<file path="config.mk">
export PLATFORM = sky130hd
export DESIGN_NAME = lgp_lane_pipe
export DESIGN_NICKNAME = d
export VERILOG_FILES = /design/src/rtl/lgp_pkg.sv /design/src/rtl/lgp_rst_sync.sv /design/src/rtl/lgp_stage.sv /design/src/rtl/lgp_tag_check.sv /design/src/rtl/lgp_lane_pipe.sv
export SDC_FILE = /design/constraint.sdc
export NUM_CORES = 1
export LEC_CHECK = 0
export ABC_CLOCK_PERIOD_IN_PS = 1300
export CAP_MARGIN = 0
export CORE_ASPECT_RATIO = 1.1
export CORE_MARGIN = 2
export CORE_UTILIZATION = 51
export CTS_CLUSTER_DIAMETER = 150
export DETAILED_ROUTE_END_ITERATION = 10
export DONT_BUFFER_PORTS = 1
export PLACE_DENSITY_LB_ADDON = 0.08
export SLEW_MARGIN = 10
export SYNTH_ARGS = -nofsm -noshare
export SYNTH_HDL_FRONTEND = slang
export SYNTH_HIERARCHICAL = 1
export SYNTH_SLANG_ARGS = --single-unit
export TNS_END_PERCENT = 30
</file>
<file path="constraint.sdc">
create_clock -name clk_i -period 1.3 [get_ports clk_i]
set_input_delay 0.26 -clock clk_i [delete_from_list [all_inputs] [get_ports clk_i]]
set_output_delay 0.26 -clock clk_i [all_outputs]
set_load 0.01 [all_outputs]
</file>
<file path="src/rtl/lgp_pkg.sv">
package lgp_pkg;
  localparam int unsigned MAX_LANES = 32;

  function automatic logic more_than_one(input logic [MAX_LANES-1:0] v);
    return (v & (v - 1'b1)) != '0;
  endfunction
endpackage

</file>
<file path="src/rtl/lgp_rst_sync.sv">
module lgp_rst_sync (
  input  logic clk_i,
  input  logic rst_ni,
  output logic rst_sync_no
);
  logic [1:0] sync_q;
  logic [1:0] sync_d;

  always_comb sync_d = {sync_q[0], 1'b1};

  always_ff @(posedge clk_i or negedge rst_ni) begin
    if (!rst_ni) sync_q <= 2'b00;
    else         sync_q <= sync_d;
  end

  assign rst_sync_no = sync_q[1];
endmodule

</file>
<file path="src/rtl/lgp_stage.sv">
module lgp_stage #(
  parameter int unsigned LANES = 4,
  parameter int unsigned WIDTH = 16,
  parameter int unsigned STEP  = 1
) (
  input  logic             clk_i,
  input  logic             rst_ni,
  input  logic [LANES-1:0] tag_i,
  input  logic [WIDTH-1:0] data_i,
  input  logic [LANES-1:0] kill_i,
  output logic [LANES-1:0] tag_o,
  output logic [WIDTH-1:0] data_o
);
  localparam logic [WIDTH-1:0] StepW = WIDTH'(STEP);

  logic [LANES-1:0] tag_d, tag_q;
  logic [WIDTH-1:0] sum_d, data_q;
  logic             load_en;

  // next state: cancelled lanes drop out, data loads only behind a live tag
  always_comb begin
    tag_d   = tag_i & ~kill_i;
    load_en = |tag_d;
    sum_d   = data_i + StepW;
  end

  always_ff @(posedge clk_i or negedge rst_ni) begin
    if (!rst_ni) tag_q <= '0;
    else         tag_q <= tag_d;
  end

  always_ff @(posedge clk_i) begin
    if (load_en) data_q <= sum_d;
  end

  assign tag_o  = tag_q;
  assign data_o = data_q;
endmodule

</file>
<file path="src/rtl/lgp_tag_check.sv">
module lgp_tag_check #(
  parameter int unsigned LANES = 4
) (
  input  logic             clk_i,
  input  logic             rst_ni,
  input  logic [LANES-1:0] tag_i,
  output logic             err_o
);
  import lgp_pkg::*;

  logic err_d, err_q;

  always_comb err_d = more_than_one(MAX_LANES'(tag_i));

  always_ff @(posedge clk_i or negedge rst_ni) begin
    if (!rst_ni) err_q <= 1'b0;
    else         err_q <= err_d;
  end

  assign err_o = err_q;
endmodule

</file>
<file path="src/rtl/lgp_lane_pipe.sv">
module lgp_lane_pipe #(
  parameter int unsigned LANES  = 4,
  parameter int unsigned WIDTH  = 16,
  parameter int unsigned STAGES = 4,
  parameter int unsigned STEP   = 1
) (
  input  logic             clk_i,
  input  logic             rst_ni,
  input  logic [LANES-1:0] lane_tag_i,
  input  logic [WIDTH-1:0] data_i,
  input  logic [LANES-1:0] cancel_i,
  output logic [LANES-1:0] lane_tag_o,
  output logic [WIDTH-1:0] data_o,
  output logic             multi_hot_o
);
  localparam int unsigned Links = STAGES + 1;

  logic             rst_sync_n;
  logic [LANES-1:0] tag_link  [Links];
  logic [WIDTH-1:0] data_link [Links];

  lgp_rst_sync u_rst (
    .clk_i      (clk_i),
    .rst_ni     (rst_ni),
    .rst_sync_no(rst_sync_n)
  );

  assign tag_link[0]  = lane_tag_i;
  assign data_link[0] = data_i;

  for (genvar s = 0; s < STAGES; s++) begin : g_stage
    lgp_stage #(
      .LANES(LANES),
      .WIDTH(WIDTH),
      .STEP (STEP)
    ) u_stage (
      .clk_i (clk_i),
      .rst_ni(rst_sync_n),
      .tag_i (tag_link[s]),
      .data_i(data_link[s]),
      .kill_i(cancel_i),
      .tag_o (tag_link[s+1]),
      .data_o(data_link[s+1])
    );
  end

  lgp_tag_check #(.LANES(LANES)) u_chk_tag (
    .clk_i (clk_i),
    .rst_ni(rst_sync_n),
    .tag_i (lane_tag_i),
    .err_o (multi_hot_o)
  );

  assign lane_tag_o = tag_link[STAGES];
  assign data_o     = data_link[STAGES];
endmodule

</file>
==> summary.md, run 1 <==
| Metric | Value |
|---|---|
| Antenna Violating Nets Remaining | `0` |
| Flop pwr share | `57.1%` |
| Mean post-synth cell area | `~14 sq um` |
| Max-Cap Viols | `0` |
| Die span in y | `around 94 um` |
| GPL Wtd Cong | `between 0.7 and 0.8` |
| Combinational power share | `about an eighth` |
| Initial antenna violation count | `0` |
| Port Buffers | `0` |
| DP HPWL | `3.77 mm` |
| Req. time, crit path | `1.37 ns` |
| Critical path data arrival time | `~1.5 ns` |
| Detailed-route via count | `2189` |
| Setup Viol. Count Final | `48` |
| Pwr per Cell Area | `approximately 1300 nW/um^2` |
| Final worst path period share | `108%` |
| Routed len/inst | `~14 um` |
| Synth-to-layout area growth | `23.1%` |
| Share of layout cells above drive strength 1 | `about 29%` |
| Violated checks | `DRC, setup timing` |
| Util after Layout | `65.2%` |
| Min cycle time layout | `1.40 ns` |
| Worst clock skew | `roughly 0.0089 ns` |
| Fill cells | `526` |
| Critical path class | `reg -> reg` |
| CTS tree | `done` |
| Final Slew Violations | `0` |
| Die ar. | `roughly 8100 sq um` |
| Total wire length | `about 5.8 mm` |
| CP Capture Type | `flip-flop` |
| Final Power | `approximately 5.8 mW` |
| Clk_lat worst skew | `around 0.34 ns` |
| HP Class | `in -> reg` |
| Post-Syn Nets | `~300` |
| Row count | `32` |
| # diodes | `0` |
| Netlist cell types | `17` |
| Syn Std Cell Area | `~3800 sq um` |
| Initial Util | `between 50% and 60%` |
| Number of buffers inserted during clock tree synthesis | `9` |
| Clk pwr share | `about 31%` |
| Synthesis-stage register bit count | `a little over 80` |
| Register area share after synthesis | `a little under two thirds` |
| RSZ-0062 raised after global routing | `yes` |
| Synth warn | `6` |
| NetSw | `approximately 1.4 mW` |
| Status | `finished, violations left` |
| Clock Tree Buf Depth | `2` |
| Htree depth | `3` |
| Post-CTS Setup Inserts | `0` |
| I/O Pins | `between 40 and 50` |
| TritonRoute pass-1 iters | `7` |
| Hold slack | `roughly 0.023 ns` |
| Vias/cell | `around 5.2` |
| Max Fclk | `about 700 MHz` |
| P_leak | `1.74 nW` |
| Global-route wire length before repair | `9.80 mm` |
| Post-route cell area | `about 4600 sq um` |
| Cell-internal power | `4.44 mW` |
| Largest net degree at the start of global routing | `18` |
| CTS clk-pin slew, worst paths | `~0.080 ns` |
| VDD IR max | `between 0.6 and 0.7 mV` |
| Switch share | `23.7%` |
| DP Area | `roughly 4200 sq um` |
| Final #Nets | `between 300 and 400` |
| Grt ovf | `0` |
| Final Hold Vio Count | `0` |
| Initial DRC Count | `86` |
| Die Wd | `85.8 um` |
| Residual DRC count | `4` |
| Root Buffer | `clkbuf_8` |
| Startpoint Class | `flip-flop` |
| Vias in the first global route | `between 2k and 2.5k` |
| Maximum fanout along the worst path | `8` |
| Core ar. | `approximately 7100 sq um` |
| Synth Instances | `271` |
| GRT Total Usage | `between 15 and 20%` |
| Setup slack after layout | `-0.102 ns` |
| Clock sinks | `83` |
## sequential cells by signal, indices dropped and copies added, names as in the netlist
register                cells
u_rst/sync_q                2
g_stage.u_stage/data_o     64
u_chk_tag/err_o             1
g_stage.u_stage/tag_o      16
## final timing paths
check                                            start                      endpoint  slack, ns  cells after the start
setup / recovery           g_stage[1].u_stage/tag_o[0]  g_stage[2].u_stage/data_o[9]      -0.10                      2
max in group asynchronous              u_rst/sync_q[1]   g_stage[3].u_stage/tag_o[2]       0.92                      1
hold reg to reg                        u_rst/sync_q[1]               u_chk_tag/err_o       0.19                      1
hold / removal                             cancel_i[2]   g_stage[1].u_stage/tag_o[2]       0.02                      1
min in group asynchronous                       rst_ni               u_rst/sync_q[0]       0.13                      1
setup reg to reg           g_stage[1].u_stage/tag_o[0]  g_stage[2].u_stage/data_o[9]      -0.10                      2
## timing repair
action	4_1_cts	5_1_grt
pin swaps	8	8
hold buffers	11	0
setup endpoints to repair	74	75
cloned	3	0
endpoints found under the hold margin	12	0
resized for setup	19	7
## routing by layer
metal  vias up  wire length [um]  track usage [%]
met5         -                 0                0
met4         0               167             8.20
met3        14               212             4.83
met2        47              3330             32.0
met1      1012              2070             14.5
li1       1116                 -                -
## synth_stat cells
cell / number / area, sq um
inv_1: 12 / 45.0
dfrtp_1: 19 / 475
nand4_1: 8 / 50.1
edfxtp_1: 64 / 1920
nand2_1: 16 / 60.1
nor4_2: 16 / 200
xnor2_1: 16 / 140
nor2b_1: 16 / 100
xor2_1: 40 / 350
ha_1: 4 / 50.1
nand3_1: 20 / 100
or4_1: 4 / 30.0
nor2_1: 13 / 48.8
nor3_1: 16 / 80.1
a211oi_1: 2 / 15.0
conb_1: 1 / 3.75
nand4_4: 4 / 85.1
## through the flow
| stage | cells | setup slack (ns) | TNS [ns] |
|---|---|---|---|
| floorplan | 271 | -0.0773 | -3.79 |
| global placement | 394 | -0.113 | -6.14 |
| detailed placement | 394 | -0.116 | -6.90 |
| CTS | 424 | -0.0927 | -3.99 |
| global route | 424 | -0.123 | -6.30 |
| finish | 424 | -0.102 | -4.18 |
## layout by cell type (no fill, tap or decap), drive strengths merged, types with 4 or more instances in the layout
master / instances
buf: 38
clkbuf: 12
dfrtp: 19
dlygate4sd3: 11
edfxtp: 64
ha: 4
inv: 13
nand2: 16
nand3: 20
nand4: 12
nor2: 13
nor2b: 16
nor3: 16
nor4: 16
or4: 7
xnor2: 16
xor2: 40
## power by group through the flow
stage / combinational (mW) / sequential, mW / clock (mW)
after global placement: 0.620 / 3.37 / 0
after CTS: 0.691 / 3.33 / 1.86
after detailed placement: 0.633 / 3.38 / 0
after global routing: 0.764 / 3.36 / 1.94
final: 0.696 / 3.32 / 1.80
after floorplan: 0.354 / 3.40 / 0
## cells by family after synthesis
group                    Yosys count  synth area share (%)
AND/OR/NAND/NOR                  113                  20.1
flip-flops                        83                  63.8
XOR/XNOR                          56                  13.1
buffers and inverters             12                  1.20
adder cells (fa/ha/maj)            4                  1.33
AO/OA/AOI/OAI                      2                 0.400
other                              1                0.0998
## area by class of cell
cell class	instances	area [sq um]	area share, %
clock buffers	12	178	3.84
clock inverters	4	28.8	0.622
inverters	12	45.0	0.974
multi-input cells	179	1470	31.9
flip-flops and latches	83	2400	51.9
well taps	85	106	2.30
repair buffers	49	395	8.55
## worst max-delay path, stage by stage, from the launching register on
cell and delay (ns):
dfrtp_1 0.38, nor2b_1 0.18, or4_4 0.57
(Power assumes the default switching activity.)
==> run 2, diff against run 1 <==
--- a/config.mk
+++ b/config.mk
@@ -6,14 +6,13 @@
 export NUM_CORES = 1
 export LEC_CHECK = 0
 export ABC_CLOCK_PERIOD_IN_PS = 1300
-export CAP_MARGIN = 0
+export BUFFER_PORTS_ARGS = -buffer_cell sky130_fd_sc_hd__buf_2
 export CORE_ASPECT_RATIO = 1.1
 export CORE_MARGIN = 2
 export CORE_UTILIZATION = 51
 export CTS_CLUSTER_DIAMETER = 150
 export DETAILED_ROUTE_END_ITERATION = 10
-export DONT_BUFFER_PORTS = 1
-export PLACE_DENSITY_LB_ADDON = 0.08
+export PLACE_DENSITY = 0.72
 export SLEW_MARGIN = 10
 export SYNTH_ARGS = -nofsm -noshare
 export SYNTH_HDL_FRONTEND = slang
==> run 2 against run 1 <==
Against the previous run: the flow still finishes with violations (DRC, setup timing); global-route usage is 0.72 points higher; cell area is 5.8% higher; combinational power is 24% higher; critical endpoint is now g_stage[3].u_stage/data_o[12]; largest power group unchanged.
==> summary.md, run 2 (synthesis gave the netlist of run 1 again) <==
| Metric | Value |
|---|---|
| Status | `finished, violations left` |
| Violated checks | `DRC, setup timing` |
| Residual DRC count | `4` |
| Worst clock skew | `roughly 0.011 ns` |
| Vias in the first global route | `2399` |
| Critical path data arrival time | `between 1 and 1.5 ns` |
| Vias/cell | `5.08` |
| Uppermost layer routed | `met4` |
| Clock Tree Buf Depth | `2` |
| Clk_lat worst skew | `~0.35 ns` |
| Max reg flops | `64` |
| Clock sinks | `83` |
| HP Class | `in -> reg` |
| Maximum fanout along the worst path | `8` |
| Most common cell after layout, fill and taps aside | `edfxtp_1` |
| Critical path class | `reg -> reg` |
| Share of layout cells above drive strength 1 | `around two fifths` |
| Most frequent cells in the layout | `edfxtp_1 (64), buf_4 (50), buf_2 (46)` |
| Synth-to-layout area growth | `30.3%` |
| Max-Cap Viols | `0` |
| I/O Pins | `47` |
| Initial Util | `53.0%` |
| Total wire length | `6.14 mm` |
| Final #Nets | `roughly 410` |
| Setup slack after layout | `-0.106 ns` |
| Port Buffers | `46` |
| TritonRoute pass-1 iters | `7` |
| Met3 routed WL | `approximately 210 um` |
| Initial antenna violation count | `0` |
| Number of buffers inserted during clock tree synthesis | `9` |
| P_leak | `just under 2 nW` |
| GPL Wtd Cong | `around 0.7` |
| Pwr per Cell Area | `1230 nW/um^2` |
| Global-route wire length before repair | `approximately 10 mm` |
| Non-Filler Instances | `between 400 and 500` |
| CTS tree | `done` |
| Core ar. | `7090 sq um` |
| Largest net degree at the start of global routing | `18` |
| CP Capture Type | `flip-flop` |
| Row count | `32` |
| Final worst path period share | `108%` |
| GRT Total Usage | `about 17%` |
| Req. time, crit path | `1.37 ns` |
| Metal-1 WL | `2.24 mm` |
| Die span in y | `roughly 94 um` |
| Htree depth | `3` |
| Detailed-route via count | `around 2.4k` |
| Max Fclk | `711 MHz` |
| Met2 WL | `roughly 3.5 mm` |
| Root Buffer | `clkbuf_8` |
| Min cycle time layout | `~1.4 ns` |
| Initial DRC Count | `75` |
| RSZ-0062 raised after global routing | `yes` |
| Setup Viol. Count Final | `53` |
| Final Power | `6.03 mW` |
| Die Wd | `between 80 and 90 um` |
| Die ar. | `8070 sq um` |
| Final Slew Violations | `0` |
| Grt ovf | `0` |
| Placed cells | `about 450` |
| Final Hold Vio Count | `0` |
| Fill cells | `493` |
| Antenna Violating Nets Remaining | `0` |
| # diodes | `0` |
| Routed len/inst | `~13 um` |
| VDD IR max | `roughly 0.65 mV` |
| CTS clk-pin slew, worst paths | `0.09 ns` |
| DP HPWL | `~4.2 mm` |
| Startpoint Class | `flip-flop` |
## run 2: cell count changes in the layout (fill, tap and decap cells not counted), moves of 2 or more
cell,delta
nand2_2,-2
buf_4,+12
nand2_4,+2
dlygate4sd3_1,-10
nor2b_1,-2
buf_2,+46
## run 2: metrics by stage
stage                     setup TNS (ns)  cell area, sq um  worst slack, ns  util [%]  hold slack (ns)
after floorplan                    -3.79              3790          -0.0773         -          -0.0356
after global placement            -10.03              4500           -0.158      63.5           0.0456
after detailed placement          -11.33              4500           -0.173      63.5           0.0470
after CTS                          -4.30              4840           -0.105      68.3            0.158
after global routing               -6.97              4890           -0.139      69.1            0.151
final                              -4.33              4890           -0.106      69.1            0.180
## run 2: repair_timing
action | in CTS | in global routing
endpoints found under the hold margin | 2 | 0
gates resized for setup | 23 | 11
gates cloned | 3 | 0
hold buffers | 1 | 0
setup buffers | 1 | 0
setup endpoints to repair | 75 | 76
pin swaps | 8 | 5
## run 2: area by class of cell
type,instances,area [sq um],area share [%]
clock buffers,12,188,3.84
clock inverters,4,27.5,0.563
inverters,12,45.0,0.920
multi-input cells,179,1510,30.9
flip-flops and latches,83,2400,49.0
well taps,85,106,2.17
repair buffers,97,616,12.6
## run 2: final timing paths
path / start / to / slack (ns) / cells after the start
worst max-delay path: g_stage[2].u_stage/tag_o[0] / g_stage[3].u_stage/data_o[12] / -0.11 / 2
worst min register to register: u_rst/sync_q[1] / g_stage[2].u_stage/tag_o[1] / 0.19 / 1
worst min-delay path: cancel_i[0] / g_stage[1].u_stage/tag_o[0] / 0.18 / 2
max in group asynchronous: u_rst/sync_q[1] / g_stage[1].u_stage/tag_o[3] / 0.92 / 1
worst max register to register: g_stage[2].u_stage/tag_o[0] / g_stage[3].u_stage/data_o[12] / -0.11 / 2
min in group asynchronous: u_rst/sync_q[1] / g_stage[2].u_stage/tag_o[1] / 0.19 / 1
## run 2: per-layer routing
metal / vias up / GRT usage, %
met4: 0 / 10.1
li1: 1213 / -
met3: 13 / 3.78
met2: 47 / 33.7
met5: - / 0
met1: 1124 / 15.0
## run 2: power breakdown
group	switching (mW)	internal [mW]	total, mW
combinational	0.451	0.415	0.866
sequential	0.140	3.16	3.30
clock	0.884	0.982	1.87
total	1.47	4.56	6.03
## run 2: critical path: stages (launching register included)
cell     delay [ns]
dfrtp_1        0.38
nor2b_2        0.19
or4_4          0.56
